File: src/rtl/sl_irq_pkg.sv
package sl_irq_pkg;
  localparam int NSRC     = 2;
  localparam int SRC_V    = 0;
  localparam int SRC_H    = 1;
  localparam logic [7:0] VBL_ON = 8'h80;
endpackage

File: src/rtl/sl_line_ctr.sv
module sl_line_ctr #(
  parameter int LINE_W   = 9,
  parameter int MAX_NTSC = 261,
  parameter int MAX_PAL  = 311
) (
  input  logic              clk_i,
  input  logic              rst_ni,
  input  logic              adv_i,
  input  logic              pal_i,
  output logic [LINE_W-1:0] line_o,
  output logic [LINE_W-1:0] line_nxt_o,
  output logic              frame_o
);
  logic [LINE_W-1:0] line_q, max_line;
  logic              wrap;
  logic              frame_q;

  assign max_line   = pal_i ? LINE_W'(MAX_PAL) : LINE_W'(MAX_NTSC);
  assign wrap       = (line_q >= max_line);
  assign line_nxt_o = wrap ? '0 : line_q + 1'b1;

  always_ff @(posedge clk_i or negedge rst_ni) begin
    if (!rst_ni) begin
      line_q  <= '0;
      frame_q <= 1'b0;
    end else begin
      if (adv_i) line_q <= line_nxt_o;
      frame_q <= adv_i & wrap;
    end
  end

  assign line_o  = line_q;
  assign frame_o = frame_q;
endmodule

File: src/rtl/sl_vbl_ctl.sv
module sl_vbl_ctl
  import sl_irq_pkg::*;
#(
  parameter int LINE_W     = 9,
  parameter int FIRST_LINE = 1,
  parameter int JOY_OFS    = 3
) (
  input  logic              clk_i,
  input  logic              rst_ni,
  input  logic              adv_i,
  input  logic [LINE_W-1:0] line_nxt_i,
  input  logic [LINE_W-1:0] height_i,
  output logic              vbl_start_o,
  output logic [7:0]        vblank_o,
  output logic              joy_o
);
  localparam int EW = LINE_W + 1;
  logic [EW-1:0] nxt_ext, vbl_line, joy_line, vis_line;
  logic          vbl_end, joy_hit;
  logic [7:0]    vbl_q;
  logic          joy_q;

  assign nxt_ext  = {1'b0, line_nxt_i};
  assign vbl_line = {1'b0, height_i} + EW'(FIRST_LINE);
  assign joy_line = {1'b0, height_i} + EW'(JOY_OFS);
  assign vis_line = EW'(FIRST_LINE);

  assign vbl_start_o = adv_i & (nxt_ext == vbl_line);
  assign vbl_end     = adv_i & (nxt_ext == vis_line);
  assign joy_hit     = adv_i & (nxt_ext == joy_line);

  always_ff @(posedge clk_i or negedge rst_ni) begin
    if (!rst_ni) begin
      vbl_q <= '0;
      joy_q <= 1'b0;
    end else begin
      if (vbl_start_o)  vbl_q <= VBL_ON;
      else if (vbl_end) vbl_q <= '0;
      joy_q <= joy_hit;
    end
  end

  assign vblank_o = vbl_q;
  assign joy_o    = joy_q;
endmodule

File: src/rtl/sl_nmi_pipe.sv
module sl_nmi_pipe (
  input  logic clk_i,
  input  logic rst_ni,
  input  logic vbl_start_i,
  input  logic nmi_en_i,
  input  logic cpu_wait_i,
  input  logic step_i,
  input  logic ack_i,
  output logic nmi_now_o,
  output logic nmi_o
);
  logic fire, dly1_q, dly2_q, nmi_q;

  assign fire      = vbl_start_i & nmi_en_i;
  assign nmi_now_o = fire & cpu_wait_i;

  // Stage 2 promotes before stage 1 advances; a new fire refills stage 1.
  always_ff @(posedge clk_i or negedge rst_ni) begin
    if (!rst_ni) begin
      dly1_q <= 1'b0;
      dly2_q <= 1'b0;
      nmi_q  <= 1'b0;
    end else begin
      dly1_q <= (fire & ~cpu_wait_i) | (dly1_q & ~step_i);
      if (step_i) dly2_q <= dly1_q;
      nmi_q  <= nmi_now_o | (step_i & dly2_q) | (nmi_q & ~ack_i);
    end
  end

  assign nmi_o = nmi_q;
endmodule

File: src/rtl/sl_irq_src.sv
module sl_irq_src
  import sl_irq_pkg::*;
#(
  parameter int LINE_W = 9
) (
  input  logic              clk_i,
  input  logic              rst_ni,
  input  logic              adv_i,
  input  logic              htimer_i,
  input  logic [LINE_W-1:0] line_i,
  input  logic [LINE_W-1:0] line_nxt_i,
  input  logic [LINE_W-1:0] vcmp_i,
  input  logic              hen_i,
  input  logic              ven_i,
  input  logic              dis_i,
  input  logic [NSRC-1:0]   ack_i,
  output logic [NSRC-1:0]   src_o,
  output logic              raise_o,
  output logic              irq_o
);
  logic [NSRC-1:0] set, src_q;

  assign set[SRC_V] = adv_i & ven_i & ~hen_i & (line_nxt_i == vcmp_i);
  assign set[SRC_H] = htimer_i & (~ven_i | (line_i == vcmp_i));

  for (genvar g = 0; g < NSRC; g++) begin : g_src
    always_ff @(posedge clk_i or negedge rst_ni) begin
      if (!rst_ni) src_q[g] <= 1'b0;
      else         src_q[g] <= set[g] | (src_q[g] & ~ack_i[g]);
    end
  end

  assign src_o   = src_q;
  assign raise_o = |set;
  assign irq_o   = (|src_q) & ~dis_i;
endmodule

File: src/rtl/scanline_irq_ctrl.sv
module scanline_irq_ctrl
  import sl_irq_pkg::*;
#(
  parameter int LINE_W     = 9,
  parameter int MAX_NTSC   = 261,
  parameter int MAX_PAL    = 311,
  parameter int FIRST_LINE = 1,
  parameter int JOY_OFS    = 3
) (
  input  logic              clk_i,
  input  logic              rst_ni,
  input  logic              line_end_i,
  input  logic              htimer_i,
  input  logic              step_i,
  input  logic              pal_i,
  input  logic [LINE_W-1:0] height_i,
  input  logic [LINE_W-1:0] vcmp_i,
  input  logic              htimer_en_i,
  input  logic              vtimer_en_i,
  input  logic              nmi_en_i,
  input  logic              cpu_wait_i,
  input  logic              irq_dis_i,
  input  logic [NSRC-1:0]   irq_ack_i,
  input  logic              nmi_ack_i,
  output logic [LINE_W-1:0] line_o,
  output logic [7:0]        vblank_o,
  output logic              nmi_o,
  output logic [NSRC-1:0]   irq_src_o,
  output logic              irq_o,
  output logic              wake_o,
  output logic              frame_o,
  output logic              joy_o
);
  logic [LINE_W-1:0] line_nxt;
  logic              vbl_start, nmi_now, irq_raise, wake_q;

  sl_line_ctr #(.LINE_W(LINE_W), .MAX_NTSC(MAX_NTSC), .MAX_PAL(MAX_PAL)) u_line (
    .clk_i, .rst_ni, .adv_i(line_end_i), .pal_i,
    .line_o, .line_nxt_o(line_nxt), .frame_o
  );

  sl_vbl_ctl #(.LINE_W(LINE_W), .FIRST_LINE(FIRST_LINE), .JOY_OFS(JOY_OFS)) u_vbl (
    .clk_i, .rst_ni, .adv_i(line_end_i), .line_nxt_i(line_nxt), .height_i,
    .vbl_start_o(vbl_start), .vblank_o, .joy_o
  );

  sl_nmi_pipe u_nmi (
    .clk_i, .rst_ni, .vbl_start_i(vbl_start), .nmi_en_i, .cpu_wait_i,
    .step_i, .ack_i(nmi_ack_i), .nmi_now_o(nmi_now), .nmi_o
  );

  sl_irq_src #(.LINE_W(LINE_W)) u_irq (
    .clk_i, .rst_ni, .adv_i(line_end_i), .htimer_i, .line_i(line_o),
    .line_nxt_i(line_nxt), .vcmp_i, .hen_i(htimer_en_i), .ven_i(vtimer_en_i),
    .dis_i(irq_dis_i), .ack_i(irq_ack_i), .src_o(irq_src_o),
    .raise_o(irq_raise), .irq_o
  );

  always_ff @(posedge clk_i or negedge rst_ni) begin
    if (!rst_ni) wake_q <= 1'b0;
    else         wake_q <= cpu_wait_i & (nmi_now | irq_raise);
  end

  assign wake_o = wake_q;
endmodule

File: config.mk
export PLATFORM = sky130hd
export DESIGN_NAME = scanline_irq_ctrl
export DESIGN_NICKNAME = d
export VERILOG_FILES = /design/src/rtl/sl_irq_pkg.sv /design/src/rtl/sl_line_ctr.sv /design/src/rtl/sl_vbl_ctl.sv /design/src/rtl/sl_nmi_pipe.sv /design/src/rtl/sl_irq_src.sv /design/src/rtl/scanline_irq_ctrl.sv
export SDC_FILE = /design/constraint.sdc
export NUM_CORES = 1
export LEC_CHECK = 0
export CAP_MARGIN = 20
export CORE_ASPECT_RATIO = 1.4
export CORE_MARGIN = 1.5
export CORE_UTILIZATION = 44
export CTS_CLUSTER_SIZE = 20
export DETAILED_ROUTE_END_ITERATION = 8
export MAX_ROUTING_LAYER = met4
export PLACE_DENSITY = 0.74
export SYNTH_ARGS = -nofsm -noshare
export SYNTH_HDL_FRONTEND = slang
export SYNTH_SLANG_ARGS = --single-unit
File: constraint.sdc
create_clock -name clk_i -period 2.55 [get_ports clk_i]
set_clock_uncertainty 0.1 [all_clocks]
set_input_delay 0.255 -clock clk_i [delete_from_list [all_inputs] [get_ports clk_i]]
set_output_delay 0.255 -clock clk_i [all_outputs]
set_load 0.01 [all_outputs]
Yosys cells after proc, flatten, opt, wreduce, memory -nomap -nowiden. Index checks and enable logic that the tools add are counted.

Bits in registers: 25. Input bits: 32. Output and inout port bits: 24. Word-level logic and storage cells: 59.

$add $sub $neg: 3. Order comparisons: 1. Equality and inequality tests: 5. Multiplexer cells: 4. Bitwise operators: 33. Reductions and logical operators: 3.

Operator list (count): 9-bit by 10-bit == test with 1-bit output (2); 1-bit bitwise AND (18); 9-bit == test (2); 8-bit two-way mux (2); 9-bit by 1-bit adder with 10-bit output, second input constant (1); 9-bit by 2-bit adder with 10-bit output, second input constant (1); 9-bit by 1-bit adder with 9-bit output, second input constant (1); 9-bit by 1-bit == test with 1-bit output, second input constant (1); 9-bit >= comparator (1); 9-bit two-way mux (1); 1-bit NOT (8); 1-bit bitwise OR (7); 6-bit two-way mux (1); 2-bit OR reduction (2); 2-bit nonzero test (1).

Depth between registers and ports, before layout. Gate-level depths: netlist (run 1).

Word-level depth: 9. Mapped depth: 10. Mapped depth without buffers: 9.

Hierarchy. From an unflattened synthesis (run 1), not the netlist that was laid out.

Cell total of the unflattened synthesis: 225. Area, all modules: 1876.8 µm².

Modules (own cells, without submodules): sl_vbl_ctl (instances 1, cells an instance 100, area each 716.9 µm², seq. area each 50.0 µm²); sl_line_ctr (instances 1, cells an instance 78, area each 714.4 µm², seq. area each 250.2 µm²); sl_irq_src (instances 1, cells an instance 35, area each 287.8 µm², seq. area each 50.0 µm²); sl_nmi_pipe (instances 1, cells an instance 10, area each 125.1 µm², seq. area each 75.1 µm²); scanline_irq_ctrl (instances 1, cells an instance 2, area each 32.5 µm², seq. area each 25.0 µm²).

Worst setup path before layout (run 1). OpenSTA, ideal clock, no wires.

Path type: reg-to-reg. Start point: register u_line.line_q[1] (netlist: u_line.line_o[1]). End point: register wake_q (netlist: wake_o). Setup time: 76 ps. Data arrival time: 2428 ps. Data required time: 2374 ps. Slack: -55 ps. Stages on the path, launching flop included: 11. Buffers on the path: 2. Clock period less this slack: 2605 ps. Cells stage by stage: dfrtp_1 -> ha_1 -> buf_2 -> nand2_1 -> or3_1 -> buf_2 -> a31o_2 -> a2111o_1 -> a2111oi_1 -> o2111ai_1 -> o21ai_1.

Cells in the longest elaborated chain, start to end: 8. Elaborated cells on any way between the ends: 15. Those cells by class: add/sub (1); order compare (1); eq/ne (3); mux (1); bitwise (8); reduce/logical (1).

Ends and longest elaborated chain: start, declared (RTL line sl_line_ctr.sv:14) `logic [LINE_W-1:0] line_q, max_line;`; start signal, assigned (RTL line sl_line_ctr.sv:27) `if (adv_i) line_q <= line_nxt_o;`; 9-bit by 1-bit adder with 9-bit output / 9-bit >= comparator (equally long branches) (RTL line sl_line_ctr.sv:20, sl_line_ctr.sv:19); 9-bit two-way mux (RTL line sl_line_ctr.sv:20) `assign line_nxt_o = wrap ? '0 : line_q + 1'b1;`; 9-bit by 10-bit == test with 1-bit output (RTL line sl_vbl_ctl.sv:28) `assign vbl_start_o = adv_i & (nxt_ext == vbl_line);`; 1-bit bitwise AND (RTL line sl_vbl_ctl.sv:28); 1-bit bitwise AND (RTL line sl_nmi_pipe.sv:14) `assign fire = vbl_start_i & nmi_en_i;`; 1-bit bitwise AND (RTL line sl_nmi_pipe.sv:15) `assign nmi_now_o = fire & cpu_wait_i;`; 1-bit bitwise OR (*) (RTL line scanline_irq_ctrl.sv:61) `else wake_q <= cpu_wait_i & (nmi_now | irq_raise);`; 1-bit bitwise AND (*) (RTL line scanline_irq_ctrl.sv:61); end signal, assigned (RTL line scanline_irq_ctrl.sv:61); end, declared (RTL line scanline_irq_ctrl.sv:35) `logic vbl_start, nmi_now, irq_raise, wake_q;`.

Mark *: on every way between the ends. The rest lies on a longest branch, timed or not. A chain may end at the register's enable or synchronous reset.

Worst setup path in the final report (run 1).
Start point: register u_line.line_q[1] (netlist: u_line.line_o[1]). End point: register u_nmi.dly1_q.

Cells in the longest elaborated chain, start to end: 7. Elaborated cells on any way between the ends: 8. Those cells by class: add/sub (1); order compare (1); eq/ne (1); mux (1); bitwise (4).

Ends and longest elaborated chain: 9-bit by 1-bit adder with 9-bit output / 9-bit >= comparator (equally long branches) (RTL line sl_line_ctr.sv:20, sl_line_ctr.sv:19); 9-bit two-way mux (*) (RTL line sl_line_ctr.sv:20); 9-bit by 10-bit == test with 1-bit output (*) (RTL line sl_vbl_ctl.sv:28); 1-bit bitwise AND (*) (RTL line sl_vbl_ctl.sv:28); 1-bit bitwise AND (*) (RTL line sl_nmi_pipe.sv:14); 1-bit bitwise AND (*) (RTL line sl_nmi_pipe.sv:24) `dly1_q <= (fire & ~cpu_wait_i) | (dly1_q & ~step_i);`; 1-bit bitwise OR (*) (RTL line sl_nmi_pipe.sv:24); end signal, assigned (RTL line sl_nmi_pipe.sv:24); end, declared (RTL line sl_nmi_pipe.sv:12) `logic fire, dly1_q, dly2_q, nmi_q;`.

Marked as above.

==> reports/metrics.cfg, run 1 <==
[cells_and_area]
fillerInstances=305
multi_input_area_um2=1740
drive_gt1_frac=0.348
antenna-diode-count=0
fin_cells=415
layout_common_cells=62 x buf_4, 47 x clkdlybuf4s50_1, 21 x nand2_1
seq_area_um2=455
layout_commonest_cell=buf_4
final_nets=392
synthToLayoutAreaGrowth_pct=66.3

[placed_design]
place_congestion=0.974
place_inst=400
hpwl_um=5020
portBuffers=48

[synthesis]
synth.avg_cell_area_um2=8.17
synthArstFlopShare=1.00
yosysSeqAreaShare=0.220
ys.flop_type=dfrtp_1
synth_top_family_by_area=compound AO/OA/AOI/OAI gates
yosys_warnings=0
synth_cell_types=61
synth_adder_area_share=0.0367
synth-compound-area-share=0.228
synth_cells=250
synth_xor_area_frac=0.178
post_synth_instance_area_um2=2040
synth_edf_count=0
synth.area.mux_share=0.0263
ys_ff_latch=18
yosys.area_share.simple=0.213

[power_and_ir_drop]
ir_drop_mv=0.618
power_mw=2.82
leakage_nw=1.41
pwr_density_cell_nw_per_um2=831

[sta]
fin_crit_sh=1.05
finalHoldViolCount=0
fmax_mhz=372
finalCriticalPeriod_ps=2690
setup_tns_ps=-320
hold_ws_ps=228
slew_violations=0
setup_viol=5
setup_slack_ps=-139
rsz0062_at_grt=yes

[cts]
cts_buffers=3
clock_latency_ps=260
cts_tree=built
h-tree-depth=1
cts.sinks=18
clkSlewWorstSetupHoldPaths_ps=80
clock_path_buffers=2
holdBufCountCts=0
root_buffer=clkbuf_8

[routing]
drc=0
vias=2383
vias_per_cell=5.74
drtAntennaViolNets=0
wirelength_met1_um=2830
routed-wl-met3_um=330
firstDrtPassIters=5
top_layer_used=met4
wirelength_um=7540
wl_per_cell_um=18.2
drtIter0Drc=190
wl_met2_um=4000

[run_status]
violations=negative setup slack
status=finished with violations

[global_routing]
globalRouteTotalUtil=0.304
antenna_found_initial=0
grt_pass1_vias=2374
grt_pass1_wl_um=11400
grt_max_degree=19
overflow=0

[setup_path]
worst-path-max-fanout=4
critPathKind=reg2reg
crit_start=u_line.line_o[1]
worst_setup_path_start_kind=register
worstPathArrival_ps=2740
worstPathRequired_ps=2600
crit_path_cell_trace=buf_6 > ha_4 > nand3_1 > xor2_1 > buf_4 > a21oi_4 > xnor2_1 > a211oi_4 > o2111ai_4 > o32ai_2
critPathMaxStageDelay_ps=440
r2r-start=u_line.line_o[1]
worst_setup_path_end_kind=register
critPathSlowestCell=dfrtp_2

[floorplanning]
fp.dieH_um=83.6
row_count=29
start_util=0.454
die_w_um=60.6
fp.coreArea_um2=4500
ios=56
die_area_um2=5070

[worst_hold_path]
min_path_type=in2async

[job]
maxCapViolations=0

-- per-stage QoR --
| stage | util | worst slack (ps) | cell area, µm² |
|---|---|---|---|
| 2_1_floorplan | - | 1.73 | 2070 |
| 3_3_place_gp | 0.648 | -631 | 2920 |
| 3_5_place_dp | 0.648 | -814 | 2920 |
| 4_1_cts | 0.723 | -131 | 3250 |
| 5_1_grt | 0.755 | -237 | 3400 |
| 6_report | 0.755 | -139 | 3400 |
-- registers in the layout, indices dropped and copies added, names as in the netlist --
register        cells
u_vbl.joy_o         1
u_line.line_o       9
u_nmi.nmi_o         1
u_nmi.dly1_q        1
wake_o              1
u_line.frame_o      1
u_irq.src_o         2
u_vbl.vblank_o      1
u_nmi.dly2_q        1
-- metal layers --
layer	global-route usage	up-vias
met5	-	-
met4	0.146	0
met3	0.0326	31
met2	0.527	109
met1	0.330	1143
li1	-	1100
-- area by class of cell --
| cell class | count | area share |
|---|---|---|
| clock buffers | 4 | 0.0133 |
| inverters | 13 | 0.0144 |
| multi-input cells | 201 | 0.512 |
| flip-flops and latches | 18 | 0.134 |
| well taps | 62 | 0.0228 |
| repair buffers | 117 | 0.304 |
-- final timing paths --
check	endpoint	slack [ps]	cells after the start
worst min-delay path	u_line.line_o[2]	230	2
max in group asynchronous	u_line.line_o[4]	1880	2
min in group clk_i	u_vbl.vblank_o[7]	400	2
worst max register to register	u_nmi.dly1_q	-140	10
worst min register to register	u_vbl.vblank_o[7]	400	2
worst max-delay path	u_nmi.dly1_q	-140	10
-- cell usage after synthesis (4+ instances only) --
| master | number | area, µm² |
|---|---|---|
| clkbuf_1 | 5 | 18.8 |
| o2111ai_1 | 4 | 35.0 |
| o21ai_0 | 10 | 50.1 |
| nand3_1 | 12 | 60.1 |
| o21ai_1 | 4 | 20.0 |
| and3_1 | 5 | 31.3 |
| nand2_1 | 23 | 86.3 |
| buf_2 | 6 | 30.0 |
| inv_1 | 13 | 48.8 |
| xor2_1 | 14 | 123 |
| a211oi_1 | 6 | 45.0 |
| a31oi_1 | 6 | 37.5 |
| xnor2_1 | 18 | 158 |
| ha_1 | 6 | 75.1 |
| nor4_1 | 5 | 31.3 |
| dfrtp_1 | 18 | 450 |
| buf_4 | 9 | 67.6 |
| nor2_1 | 15 | 56.3 |
| a21oi_1 | 9 | 45.0 |
-- worst max-delay path: cells and delay by family, from the launching register on --
kind	cells	cell delay, ps
flops	1	440
compound gates	4	810
fa+ha+maj	1	170
buf+inv	2	350
simple gates	1	100
xor+xnor	2	600
-- repair_timing --
action | in CTS | in global routing
setup buffers | 8 | 3
endpoints found under the setup margin | 6 | 6
resized for setup | 40 | 19
pin swaps | 16 | 19
-- report_power, final --
group | total (mW) | switching [mW] | leakage, nW | internal [mW]
Combinational | 2.17 | 1.08 | 1.15 | 1.09
Sequential | 0.438 | 0.0854 | 0.230 | 0.353
Clock | 0.213 | 0.102 | 0.0228 | 0.111
-- cells by family (layout without fill, tap and decap cells) --
logic type | Yosys count | in the layout
adders and majority gates | 6 | 6
buffers and inverters | 37 | 134
AOI/OAI and AO/OA | 64 | 64
DFF | 18 | 18
muxes | 5 | 5
other | 1 | 7
and+or+nand+nor | 83 | 83
xor gates and xnor gates | 36 | 36
Power figures use the tool's default switching activity.
==> run 2: changes to the inputs <==
--- a/config.mk
+++ b/config.mk
@@ -13,6 +13,7 @@
 export DETAILED_ROUTE_END_ITERATION = 8
 export MAX_ROUTING_LAYER = met4
 export PLACE_DENSITY = 0.74
+export SLEW_MARGIN = 20
 export SYNTH_ARGS = -nofsm -noshare
 export SYNTH_HDL_FRONTEND = slang
 export SYNTH_SLANG_ARGS = --single-unit
==> results of run 2 <==
No change in the layout: final DEF, timing and power equal those of run 1.
